## src/rtl/cbd_pkg.sv

```systemverilog
package cbd_pkg;
  localparam int CODE_W    = 4;
  localparam int CS_W      = 3;
  localparam int BYTE_BITS = CODE_W + CS_W + 1;
  localparam int CNT_W     = $clog2(BYTE_BITS + 1);

  typedef struct packed {
    logic clrBits;
    logic shiftBit;
    logic capture;
  } cbdStrobes_t;

  typedef struct packed {
    logic startDet;
    logic stopDet;
    logic sclRise;
    logic sclFall;
    logic byteFull;
    logic addrHit;
  } cbdEvents_t;

  typedef enum logic [1:0] {
    ST_IDLE  = 2'd0,
    ST_SHIFT = 2'd1,
    ST_ACK   = 2'd2,
    ST_SKIP  = 2'd3
  } cbdState_t;
endpackage

```

## src/rtl/cbd_sync.sv

```systemverilog
module cbd_sync #(
  parameter int   STAGES   = 2,
  parameter logic RST_VAL  = 1'b1
) (
  input  logic clk,
  input  logic rstN,
  input  logic dIn,
  output logic qOut
);
  logic [STAGES-1:0] chain;

  always_ff @(posedge clk or negedge rstN) begin
    if (!rstN) chain <= {STAGES{RST_VAL}};
    else       chain <= {chain[STAGES-2:0], dIn};
  end

  assign qOut = chain[STAGES-1];
endmodule

```

## src/rtl/cbd_datapath.sv

```systemverilog
module cbd_datapath
  import cbd_pkg::*;
#(
  parameter int               SYNC_STAGES = 2,
  parameter logic [CODE_W-1:0] DEV_CODE   = 4'b1010
) (
  input  logic             clk,
  input  logic             rstN,
  input  logic             sclIn,
  input  logic             sdaIn,
  input  logic [CS_W-1:0]  addrPins,
  input  logic             selIgnore,
  input  logic             smallPkg,
  input  cbdStrobes_t      strobes,
  output cbdEvents_t       events,
  output logic             readNotWrite,
  output logic [CS_W-1:0]  upperAddr
);
  localparam int CS_LSB   = 1;
  localparam int CS_MSB   = CS_LSB + CS_W - 1;
  localparam int CODE_LSB = CS_MSB + 1;

  logic sclS, sdaS, sclD, sdaD;
  logic [BYTE_BITS-1:0] shiftReg;
  logic [CNT_W-1:0]     bitCnt;
  logic codeOk, csOk;

  cbd_sync #(.STAGES(SYNC_STAGES), .RST_VAL(1'b1)) u_sclSync (
    .clk(clk), .rstN(rstN), .dIn(sclIn), .qOut(sclS)
  );
  cbd_sync #(.STAGES(SYNC_STAGES), .RST_VAL(1'b1)) u_sdaSync (
    .clk(clk), .rstN(rstN), .dIn(sdaIn), .qOut(sdaS)
  );

  always_ff @(posedge clk or negedge rstN) begin
    if (!rstN) begin
      sclD <= 1'b1;
      sdaD <= 1'b1;
    end else begin
      sclD <= sclS;
      sdaD <= sdaS;
    end
  end

  always_ff @(posedge clk or negedge rstN) begin
    if (!rstN) begin
      shiftReg <= '0;
      bitCnt   <= '0;
    end else if (strobes.clrBits) begin
      bitCnt   <= '0;
    end else if (strobes.shiftBit) begin
      shiftReg <= {shiftReg[BYTE_BITS-2:0], sdaS};
      bitCnt   <= bitCnt + 1'b1;
    end
  end

  assign codeOk = (shiftReg[CODE_LSB +: CODE_W] == DEV_CODE);

  always_comb begin
    if (selIgnore)
      csOk = 1'b1;
    else if (smallPkg)
      csOk = !shiftReg[CS_MSB] &&
             (shiftReg[CS_MSB-1:CS_LSB] == addrPins[CS_W-2:0]);
    else
      csOk = (shiftReg[CS_MSB:CS_LSB] == addrPins);
  end

  always_ff @(posedge clk or negedge rstN) begin
    if (!rstN) begin
      readNotWrite <= 1'b0;
      upperAddr    <= '0;
    end else if (strobes.capture) begin
      readNotWrite <= shiftReg[0];
      upperAddr    <= shiftReg[CS_MSB:CS_LSB];
    end
  end

  always_comb begin
    events.startDet = sclS && sclD && sdaD && !sdaS;
    events.stopDet  = sclS && sclD && !sdaD && sdaS;
    events.sclRise  = sclS && !sclD;
    events.sclFall  = !sclS && sclD;
    events.byteFull = (bitCnt == CNT_W'(BYTE_BITS));
    events.addrHit  = codeOk && csOk;
  end

  AST_CODE_ON_CAPTURE: assert property (@(posedge clk) disable iff (!rstN)
    strobes.capture |-> shiftReg[CODE_LSB +: CODE_W] == DEV_CODE);
  AST_PINS_ON_CAPTURE: assert property (@(posedge clk) disable iff (!rstN)
    strobes.capture && !selIgnore && !smallPkg |-> shiftReg[CS_MSB:CS_LSB] == addrPins);
  AST_SMALL_TOP_ZERO: assert property (@(posedge clk) disable iff (!rstN)
    strobes.capture && !selIgnore && smallPkg |-> !shiftReg[CS_MSB]);
  AST_COUNT_LIMIT: assert property (@(posedge clk) disable iff (!rstN)
    bitCnt <= CNT_W'(BYTE_BITS));
  AST_CAPTURE_FULL: assert property (@(posedge clk) disable iff (!rstN)
    strobes.capture |-> events.byteFull);
endmodule

```

## src/rtl/cbd_control.sv

```systemverilog
module cbd_control
  import cbd_pkg::*;
(
  input  logic        clk,
  input  logic        rstN,
  input  cbdEvents_t  events,
  output cbdStrobes_t strobes,
  output logic        sdaPullLow,
  output logic        matchPulse
);
  cbdState_t state, stateNext;
  logic pullNext;

  always_comb begin
    stateNext = state;
    pullNext  = sdaPullLow;
    strobes   = '0;
    if (events.startDet) begin
      stateNext       = ST_SHIFT;
      pullNext        = 1'b0;
      strobes.clrBits = 1'b1;
    end else if (events.stopDet) begin
      stateNext = ST_IDLE;
      pullNext  = 1'b0;
    end else begin
      unique case (state)
        ST_SHIFT: begin
          if (events.sclRise && !events.byteFull)
            strobes.shiftBit = 1'b1;
          if (events.sclFall && events.byteFull) begin
            if (events.addrHit) begin
              stateNext       = ST_ACK;
              pullNext        = 1'b1;
              strobes.capture = 1'b1;
            end else begin
              stateNext = ST_SKIP;
            end
          end
        end
        ST_ACK: begin
          if (events.sclFall) begin
            stateNext = ST_SKIP;
            pullNext  = 1'b0;
          end
        end
        default: ;
      endcase
    end
  end

  always_ff @(posedge clk or negedge rstN) begin
    if (!rstN) begin
      state      <= ST_IDLE;
      sdaPullLow <= 1'b0;
      matchPulse <= 1'b0;
    end else begin
      state      <= stateNext;
      sdaPullLow <= pullNext;
      matchPulse <= strobes.capture;
    end
  end

  AST_ACK_WITH_PULSE: assert property (@(posedge clk) disable iff (!rstN)
    $rose(sdaPullLow) |-> matchPulse);
  AST_PULSE_SINGLE: assert property (@(posedge clk) disable iff (!rstN)
    matchPulse |=> !matchPulse);
  AST_START_RELEASES: assert property (@(posedge clk) disable iff (!rstN)
    events.startDet |=> !sdaPullLow);
  AST_STOP_RELEASES: assert property (@(posedge clk) disable iff (!rstN)
    events.stopDet |=> !sdaPullLow && state == ST_IDLE);
  AST_SKIP_SILENT: assert property (@(posedge clk) disable iff (!rstN)
    state == ST_SKIP && !events.startDet |=> !matchPulse);
endmodule

```

## src/rtl/ctrl_byte_decoder.sv

```systemverilog
module ctrl_byte_decoder
  import cbd_pkg::*;
#(
  parameter int               SYNC_STAGES = 2,
  parameter logic [CODE_W-1:0] DEV_CODE   = 4'b1010
) (
  input  logic            clk,
  input  logic            rstN,
  input  logic            sclIn,
  input  logic            sdaIn,
  input  logic [CS_W-1:0] addrPins,
  input  logic            selIgnore,
  input  logic            smallPkg,
  output logic            sdaPullLow,
  output logic            matchPulse,
  output logic            readNotWrite,
  output logic [CS_W-1:0] upperAddr
);
  cbdStrobes_t strobes;
  cbdEvents_t  events;

  cbd_datapath #(.SYNC_STAGES(SYNC_STAGES), .DEV_CODE(DEV_CODE)) u_datapath (
    .clk(clk), .rstN(rstN), .sclIn(sclIn), .sdaIn(sdaIn),
    .addrPins(addrPins), .selIgnore(selIgnore), .smallPkg(smallPkg),
    .strobes(strobes), .events(events),
    .readNotWrite(readNotWrite), .upperAddr(upperAddr)
  );

  cbd_control u_control (
    .clk(clk), .rstN(rstN), .events(events), .strobes(strobes),
    .sdaPullLow(sdaPullLow), .matchPulse(matchPulse)
  );
endmodule

```

## config.mk

```make
export PLATFORM = sky130hd
export DESIGN_NAME = ctrl_byte_decoder
export DESIGN_NICKNAME = d
export VERILOG_FILES = /design/src/rtl/cbd_pkg.sv /design/src/rtl/cbd_sync.sv /design/src/rtl/cbd_datapath.sv /design/src/rtl/cbd_control.sv /design/src/rtl/ctrl_byte_decoder.sv
export SDC_FILE = /design/constraint.sdc
export NUM_CORES = 1
export LEC_CHECK = 0
export BUFFER_PORTS_ARGS = -buffer_cell sky130_fd_sc_hd__buf_2
export CORE_ASPECT_RATIO = 0.9
export CORE_UTILIZATION = 30
export DETAILED_ROUTE_END_ITERATION = 8
export HOLD_SLACK_MARGIN = 0.02
export REMOVE_ABC_BUFFERS = 1
export SETUP_SLACK_MARGIN = 0.1
export SKIP_CTS_REPAIR_TIMING = 1
export SYNTH_ARGS = -nofsm -noshare
export SYNTH_HDL_FRONTEND = slang
export SYNTH_SLANG_ARGS = --single-unit
```

## constraint.sdc

```tcl
create_clock -name clk -period 1.95 [get_ports clk]
set_input_delay 0.2925 -clock clk [delete_from_list [all_inputs] [get_ports clk]]
set_output_delay 0.2925 -clock clk [all_outputs]
set_load 0.005 [all_outputs]
```

==> flow_metrics.py, run 1 <==
metrics = {
    "power_and_ir_drop": {
        "power.switching_mw": 0.495,
        "power_switching_share_pct": 28.7,
        "cellInternalPower_mw": 1.23,
        "clock_power_share_pct": 25.3,
        "seq_power_share_pct": 46.0,
        "vdd_drop_max_mv": 0.487,
        "power_per_cell_area_nw_per_um2": 1200,
        "power.combinational.fraction_pct": 28.7,
        "power.leakage_nw": 0.691,
    },
    "critical_path": {
        "critical_path.cell_chain": "inv_1 > ha_1 > and3b_2 > nand3b_1 > nor4_4 > buf_4 > mux2_2",
        "timing.critical_path.fanout_max": 4,
        "r2r_start": "u_datapath.bitCnt[1]",
        "cp-startpoint": "u_datapath.bitCnt[1]",
        "crit_path_top_delay_cell": "sky130_fd_sc_hd__dfrtp_1",
        "timing.setup.critical_path_class": "flop to flop",
        "cp_top_family": "simple AND/OR/NAND/NOR gates",
        "critical_path.max_stage_delay_ns": 0.41,
        "worst-r2r-setup-slack_ns": 0.08,
        "total_buffers_and_inverters_traversed_by_the_critical_path": 2,
        "worst_ep_arrival_time_ns": 2.02,
        "worstPathRequired_ns": 2.11,
        "worstSetupEndpointType": "flop",
        "cp-start-kind": "flop",
    },
    "detailed_routing": {
        "initialDrtViolationCount": 43,
        "first_pass_drt_iterations": 4,
        "wirelength_microns": 1980,
        "remaining_drc_errors": 0,
        "postRouteAntennaNets": 0,
        "wire_per_inst_microns": 12.3,
        "via_per_inst": 4.54,
        "route.vias.total": 731,
    },
    "clocking": {
        "clk_transition_reported_paths_ns": 0.09,
        "inserted_clock_buffers": 3,
        "worst_skew_pair_later_pin_latency_ns": 0.27,
        "clock_path_buffers": 2,
        "tritoncts": "done",
        "htree_levels": 1,
        "cts_num_sinks": 26,
        "ctsRootBufferMaster": "sky130_fd_sc_hd__clkbuf_8",
    },
    "global_routing": {
        "grt_pass1_wl_microns": 3120,
        "largest_net_degree_at_the_start_of_global_routing": 27,
        "first_global_vias": 696,
        "grt_usage_pct": 10.4,
        "globalRoute.totalOverflow": 0,
        "number_of_antenna_violations_at_the_first_check_in_global_routing": 0,
    },
    "synthesis": {
        "instance_count_of_the_mapped_netlist": 91,
        "yosysTopAreaCellShare_pct": 42.4,
        "ys.flop_type": "sky130_fd_sc_hd__dfrtp_1",
        "netlist_top_cells_count": "20 x sky130_fd_sc_hd__dfrtp_1, 13 x sky130_fd_sc_hd__mux2_2, 6 x sky130_fd_sc_hd__dfstp_2, 6 x sky130_fd_sc_hd__nor2_1",
        "synth_area_leader_cell": "sky130_fd_sc_hd__dfrtp_1",
        "synth-seq-area-share_pct": 55.7,
        "syn_area_sq_um": 1180,
        "netlist_top_cells_area": "sky130_fd_sc_hd__dfrtp_1 42%, sky130_fd_sc_hd__dfstp_2 13%, sky130_fd_sc_hd__mux2_2 12%",
        "synth_cell_type_count": 33,
        "post_synthesis_async_set_or_reset_flop_share_pct": 100,
        "synth-edff-count": 0,
        "syn_avg_cell_area_sq_um": 13.0,
        "yosysMostFrequentCell": "sky130_fd_sc_hd__dfrtp_1",
        "synthesis.yosys.warnings": 0,
        "synth_seq_cells": 26,
    },
    "placed_design": {
        "port_buffers": 14,
        "globalplace.congestion": 0.798,
        "dpl.hpwl_microns": 1330,
    },
    "floorplan": {
        "std_cell_rows": 21,
        "start_util_pct": 31.7,
        "fp.dieArea_sq_um": 4190,
        "die_width_microns": 68.1,
        "core_region_area_sq_um": 3730,
        "ios": 15,
        "dieHeight_microns": 61.5,
    },
    "timing": {
        "clock.fmax_mhz": 536,
        "worst_slew_margin_rel_pct": 62.2,
        "timing.final.setup_violations": 0,
        "worst_clock_skew_ns": 0.00348,
        "report.final.hold_viol_count": 0,
        "min_period_over_period_pct": 95.7,
        "setup_tns_ns": 0,
        "period_minus_slack_ns": 1.87,
        "grt_setup_unrepaired": "true",
        "slew_violations": 0,
        "timing_worst_slew_pin_value_ns": 0.566,
    },
    "min_path": {
        "min-delay-path-class": "primary input to asynchronous set/reset pin",
    },
    "final_layout": {
        "areaGrowthSynthToFinish_pct": 21.7,
        "post_route_core_utilization_pct": 38.5,
        "post_route_cells_drive_above_1_share_pct": 44.3,
        "num_antenna_cells": 0,
        "fillers": 354,
        "final_nets": 129,
    },
    "flow_run": {
        "maxCapViolCount": 0,
    },
    "outcome": {
        "outcome": "completed",
    },
}
-- power groups by stage --
stage,logic [mW],registers (mW),clock network [mW]
after floorplan,0.323,0.776,0
after detailed placement,0.406,0.810,0
after CTS,0.410,0.802,0.458
after global placement,0.399,0.804,0
final,0.495,0.793,0.437
after global routing,0.547,0.810,0.478
-- placed cells by master (no fill, tap or decap) --
cell	count
sky130_fd_sc_hd__and3b_2	1
sky130_fd_sc_hd__mux2i_1	1
sky130_fd_sc_hd__dfstp_2	6
sky130_fd_sc_hd__o21a_1	1
sky130_fd_sc_hd__mux2_2	12
sky130_fd_sc_hd__a22oi_1	1
sky130_fd_sc_hd__o21ai_0	1
sky130_fd_sc_hd__nand4bb_1	1
sky130_fd_sc_hd__inv_1	5
sky130_fd_sc_hd__a21o_1	1
sky130_fd_sc_hd__clkbuf_8	3
sky130_fd_sc_hd__mux2_4	1
sky130_fd_sc_hd__a211o_2	1
sky130_fd_sc_hd__nor4_1	1
sky130_fd_sc_hd__nor4_4	1
sky130_fd_sc_hd__nand3b_1	1
sky130_fd_sc_hd__nand2b_1	2
sky130_fd_sc_hd__dfrtp_1	20
sky130_fd_sc_hd__a21oi_2	2
sky130_fd_sc_hd__nand2_1	5
sky130_fd_sc_hd__o31ai_1	1
sky130_fd_sc_hd__nor2_1	6
sky130_fd_sc_hd__and4_1	1
sky130_fd_sc_hd__a22o_1	1
sky130_fd_sc_hd__a2111oi_1	1
sky130_fd_sc_hd__and3_1	1
sky130_fd_sc_hd__buf_4	7
sky130_fd_sc_hd__xnor2_1	2
sky130_fd_sc_hd__bufinv_16	1
sky130_fd_sc_hd__xor2_1	4
sky130_fd_sc_hd__nor2b_4	1
sky130_fd_sc_hd__and2_1	1
sky130_fd_sc_hd__nor3_2	1
sky130_fd_sc_hd__ha_1	4
sky130_fd_sc_hd__nand3_1	2
sky130_fd_sc_hd__buf_2	14
-- final cells by class --
| type | instances | area (sq um) | share of cell area [%] |
|---|---|---|---|
| Tap cell | 46 | 57.6 | 4.00 |
| Timing Repair Buffer | 21 | 123 | 8.53 |
| Sequential cell | 26 | 658 | 45.8 |
| Multi-Input combinational cell | 59 | 509 | 35.4 |
| Clock buffer | 3 | 41.3 | 2.87 |
| Inverter | 5 | 18.8 | 1.31 |
| Clock inverter | 1 | 30.0 | 2.09 |
-- metrics by stage --
step	power (mW)	area (sq um)	std cells	setup slack, ns	hold slack (ns)
2_1_floorplan	1.10	1180	90	0.0952	-0.00309
3_3_place_gp	1.20	1310	151	0.174	0.317
3_5_place_dp	1.22	1310	151	0.155	0.323
4_1_cts	1.67	1380	155	0.126	0.0207
5_1_grt	1.83	1440	161	0.0295	0.0491
6_report	1.73	1440	161	0.0840	0.00297
-- routing by layer --
layer	routed length (microns)	up-vias	track usage, %
met5	0	-	0
li1	-	363	-
met3	63	2	3.89
met2	893	11	15.1
met4	11	0	3.87
met1	1010	355	13.9
-- state kept, by name (all words and copies together), names as in the netlist --
register	count
u_datapath.shiftReg	8
u_datapath.bitCnt	4
u_datapath.upperAddr	3
u_control.state	2
u_datapath.u_sclSync.chain	2
u_datapath.u_sdaSync.chain	2
u_control.matchPulse	1
u_control.sdaPullLow	1
u_datapath.readNotWrite	1
u_datapath.sclD	1
u_datapath.sdaD	1
-- worst paths after layout --
path	endpoint	cells past startpoint
worst min register to register	u_datapath.u_sdaSync.chain[1]	0
worst max register to register	u_datapath.upperAddr[0]	7
worst max-delay path	u_datapath.upperAddr[0]	7
max in group asynchronous	u_datapath.u_sdaSync.chain[1]	1
worst min-delay path	u_datapath.upperAddr[2]	1
min in group clk	u_datapath.u_sclSync.chain[0]	1
-- kinds of logic (layout without fill, tap and decap cells) --
family	after synthesis	count (layout)	synth area share (%)
flops	26	26	55.7
simple gates	25	25	13.9
mux	14	14	13.2
compound gates	10	10	6.46
xor+xnor	6	6	4.45
buf+inv	6	30	2.01
fa+ha+maj	4	4	4.24
Power figures use the tool's default switching activity.
==> inputs of run 2 (changes only) <==
- SYNTH_HIERARCHICAL: unset -> 1
==> run 2 against run 1 <==
Effect of this change: flip-flop and latch count did not move; clock power fell by 21%; non-clock buffer count rose by 4; die area rose by 1.3%; cell count rose by 3.7%; critical path type unchanged; hold slack improved by 0.0067 ns; synthesized cell count rose by 3.3%; largest cell class unchanged; sequential power rose by 2%; largest power group unchanged.
==> flow_metrics.py, run 2 <==
metrics = {
    "timing": {
        "report.final.hold_viol_count": 0,
        "min_period_over_period_pct": 92.4,
        "grt_setup_unrepaired": "true",
        "timing.final.setup_violations": 0,
        "worst_clock_skew_ns": 0.00190,
        "worst_slew_margin_rel_pct": 61.8,
        "period_minus_slack_ns": 1.80,
        "clock.fmax_mhz": 555,
        "setup_tns_ns": 0,
        "slew_violations": 0,
        "timing_worst_slew_pin_value_ns": 0.573,
    },
    "critical_path": {
        "cp_top_family": "simple AND/OR/NAND/NOR gates",
        "worstSetupEndpointType": "flop",
        "timing.rr.end": "u_datapath/shiftReg[0]",
        "crit_path_top_delay_cell": "sky130_fd_sc_hd__dfstp_2",
        "critical_path.cell_chain": "nand2_1 > nor3b_2 > nor2_1 > nand2_1 > nor3b_2 > nand2b_1 > buf_12 > mux2_4",
        "total_buffers_and_inverters_traversed_by_the_critical_path": 1,
        "cp-start-kind": "flop",
        "critical_path.max_stage_delay_ns": 0.55,
        "worst_ep_arrival_time_ns": 1.96,
        "r2r_start": "u_datapath/u_sclSync/chain[1]",
        "timing.setup.critical_path_class": "flop to flop",
        "worst-r2r-setup-slack_ns": 0.15,
        "timing.critical_path.fanout_max": 8,
        "worst-r2r-cell-count": 8,
        "worstPathRequired_ns": 2.11,
    },
    "final_layout": {
        "footprint_of_the_multi_input_gates_sq_um": 527,
        "num_antenna_cells": 0,
        "areaGrowthSynthToFinish_pct": 23.7,
        "final_nets": 135,
        "largest_registers": "u_datapath/shiftReg (8), u_datapath/bitCnt (4), u_datapath/upperAddr (3)",
        "top_register": "u_datapath/shiftReg",
        "most_frequent_cells_in_the_layout": "20 x sky130_fd_sc_hd__dfrtp_1, 14 x sky130_fd_sc_hd__buf_2, 10 x sky130_fd_sc_hd__buf_4, 10 x sky130_fd_sc_hd__nor2_1, 9 x sky130_fd_sc_hd__mux2_4",
        "post_route_cells_drive_above_1_share_pct": 45.5,
        "fillers": 359,
        "seqCellArea_sq_um": 658,
        "largest_reg_flops": 8,
        "commonest_non_fill_non_tap_cell_in_the_layout": "sky130_fd_sc_hd__dfrtp_1",
        "instances_no_fill": 167,
    },
    "global_routing": {
        "grt_usage_pct": 11.0,
        "grt_pass1_wl_microns": 3430,
        "largest_net_degree_at_the_start_of_global_routing": 27,
        "number_of_antenna_violations_at_the_first_check_in_global_routing": 0,
        "globalRoute.totalOverflow": 0,
        "first_global_vias": 780,
    },
    "placed_design": {
        "placed_cells": 159,
        "port_buffers": 14,
        "dpl.hpwl_microns": 1430,
        "globalplace.congestion": 0.711,
    },
    "synthesis": {
        "synthSimpleGateAreaFrac_pct": 13.3,
        "muxShareOfSynthArea_pct": 15.5,
        "yosysMostFrequentCell": "sky130_fd_sc_hd__dfrtp_1",
        "netlist_top_cells_area": "sky130_fd_sc_hd__dfrtp_1 42%, sky130_fd_sc_hd__dfstp_2 13%, sky130_fd_sc_hd__mux2_4 10%",
        "synth_area_leader_cell": "sky130_fd_sc_hd__dfrtp_1",
        "netlist_top_cells_count": "20 x sky130_fd_sc_hd__dfrtp_1, 10 x sky130_fd_sc_hd__nor2_1, 8 x sky130_fd_sc_hd__mux2_4, 8 x sky130_fd_sc_hd__nand2_1, 6 x sky130_fd_sc_hd__dfstp_2",
        "synthesis.yosys.warnings": 6,
        "ys.flop_type": "sky130_fd_sc_hd__dfrtp_1",
        "synth_seq_cells": 26,
        "syn_avg_cell_area_sq_um": 12.7,
        "synth_xor_area_share_pct": 4.39,
        "synth-edff-count": 0,
        "synth_compound_area_share_pct": 4.60,
        "synth-seq-area-share_pct": 55.0,
        "syn_area_sq_um": 1200,
        "yosysTopAreaCellShare_pct": 41.8,
        "synth_cell_type_count": 27,
        "post_synthesis_async_set_or_reset_flop_share_pct": 100,
        "synth_fa_ha_area_share_pct": 4.18,
        "instance_count_of_the_mapped_netlist": 94,
        "main_combinational_cell_family_by_area_after_synthesis": "multiplexers",
    },
    "floorplan": {
        "die_width_microns": 68.6,
        "core_region_area_sq_um": 3760,
        "fp.dieArea_sq_um": 4250,
        "dieHeight_microns": 61.9,
        "std_cell_rows": 21,
        "start_util_pct": 31.9,
        "ios": 15,
    },
    "clocking": {
        "worst_skew_pair_later_pin_latency_ns": 0.27,
        "ctsRootBufferMaster": "sky130_fd_sc_hd__clkbuf_8",
        "inserted_clock_buffers": 3,
        "tritoncts": "done",
        "cts_num_sinks": 26,
        "htree_levels": 1,
        "clock_path_buffers": 2,
        "clk_transition_reported_paths_ns": 0.09,
    },
    "power_and_ir_drop": {
        "fin_total_pwr_mw": 1.71,
        "power.leakage_nw": 0.722,
        "vdd_drop_max_mv": 0.434,
        "power_per_cell_area_nw_per_um2": 1150,
    },
    "detailed_routing": {
        "route.vias.total": 755,
        "postRouteAntennaNets": 0,
        "first_pass_drt_iterations": 1,
        "via_per_inst": 4.52,
        "remaining_drc_errors": 0,
        "wirelength_microns": 2110,
        "wire_per_inst_microns": 12.6,
        "initialDrtViolationCount": 0,
    },
    "min_path": {
        "min-delay-path-class": "primary input to asynchronous set/reset pin",
    },
    "flow_run": {
        "maxCapViolCount": 0,
    },
    "outcome": {
        "outcome": "completed",
    },
}
## run 2: logic make-up (layout without fill, tap and decap cells)
logic type               count (synthesis)  in the layout
adder cells (fa/ha/maj)                  4              4
multiplexers                            14             14
buffers and inverters                    7             34
AO/OA/AOI/OAI                            6              6
XOR/XNOR                                 6              6
flip-flops                              26             26
AND/OR/NAND/NOR                         31             31
## run 2: metrics by stage
step | utilization, % | setup slack (ns) | hold slack (ns) | area, sq um
2_1_floorplan | - | -0.275 | -0.00309 | 1180
3_3_place_gp | 36.5 | 0.0877 | 0.310 | 1370
3_5_place_dp | 36.5 | 0.0427 | 0.325 | 1370
4_1_cts | 38.0 | 0.0406 | 0.0262 | 1430
5_1_grt | 39.4 | 0.0598 | 0.0489 | 1480
6_report | 39.4 | 0.149 | 0.00964 | 1480
## run 2: power breakdown
part	leakage [nW]	internal, mW	total [mW]	switching (mW)
combinational	0.372	0.316	0.551	0.235
sequential	0.321	0.683	0.812	0.129
clock	0.0288	0.180	0.347	0.167
total	0.722	1.18	1.71	0.531
## run 2: routing by layer
| layer | track usage, % | wire [microns] |
|---|---|---|
| met5 | 0 | 0 |
| met4 | 3.57 | 16 |
| met3 | 2.37 | 72 |
| met2 | 18.3 | 1040 |
| met1 | 14.3 | 978 |
## run 2: cell type report
type                       instances  share of cell area (%)
sequential                        26                    44.4
timing repair buffer              25                    11.1
tap                               46                    3.89
multi-input combinational         61                    35.6
inverter                           5                    1.27
clock buffer                       4                    3.72
## run 2: worst reg2reg max path: stages (launching register included)
cell	delay (ns)
sky130_fd_sc_hd__dfstp_2	0.55
sky130_fd_sc_hd__nand2_1	0.09
sky130_fd_sc_hd__nor3b_2	0.22
sky130_fd_sc_hd__nor2_1	0.10
sky130_fd_sc_hd__nand2_1	0.11
sky130_fd_sc_hd__nor3b_2	0.06
sky130_fd_sc_hd__nand2b_1	0.12
sky130_fd_sc_hd__buf_12	0.15
sky130_fd_sc_hd__mux2_4	0.30
## run 2: worst max-delay path by stage
stage,startpoint,to,cells past startpoint
2_1_floorplan,u_datapath/u_sdaSync/chain[1],u_datapath/shiftReg[0],6
3_3_place_gp,u_datapath/u_sclSync/chain[1],u_datapath/shiftReg[0],8
3_5_place_dp,smallPkg,u_datapath/upperAddr[0],9
4_1_cts,u_datapath/u_sclSync/chain[1],u_datapath/shiftReg[0],8
5_1_grt,u_datapath/shiftReg[2],u_datapath/upperAddr[0],7
6_report,u_datapath/u_sclSync/chain[1],u_datapath/shiftReg[0],8
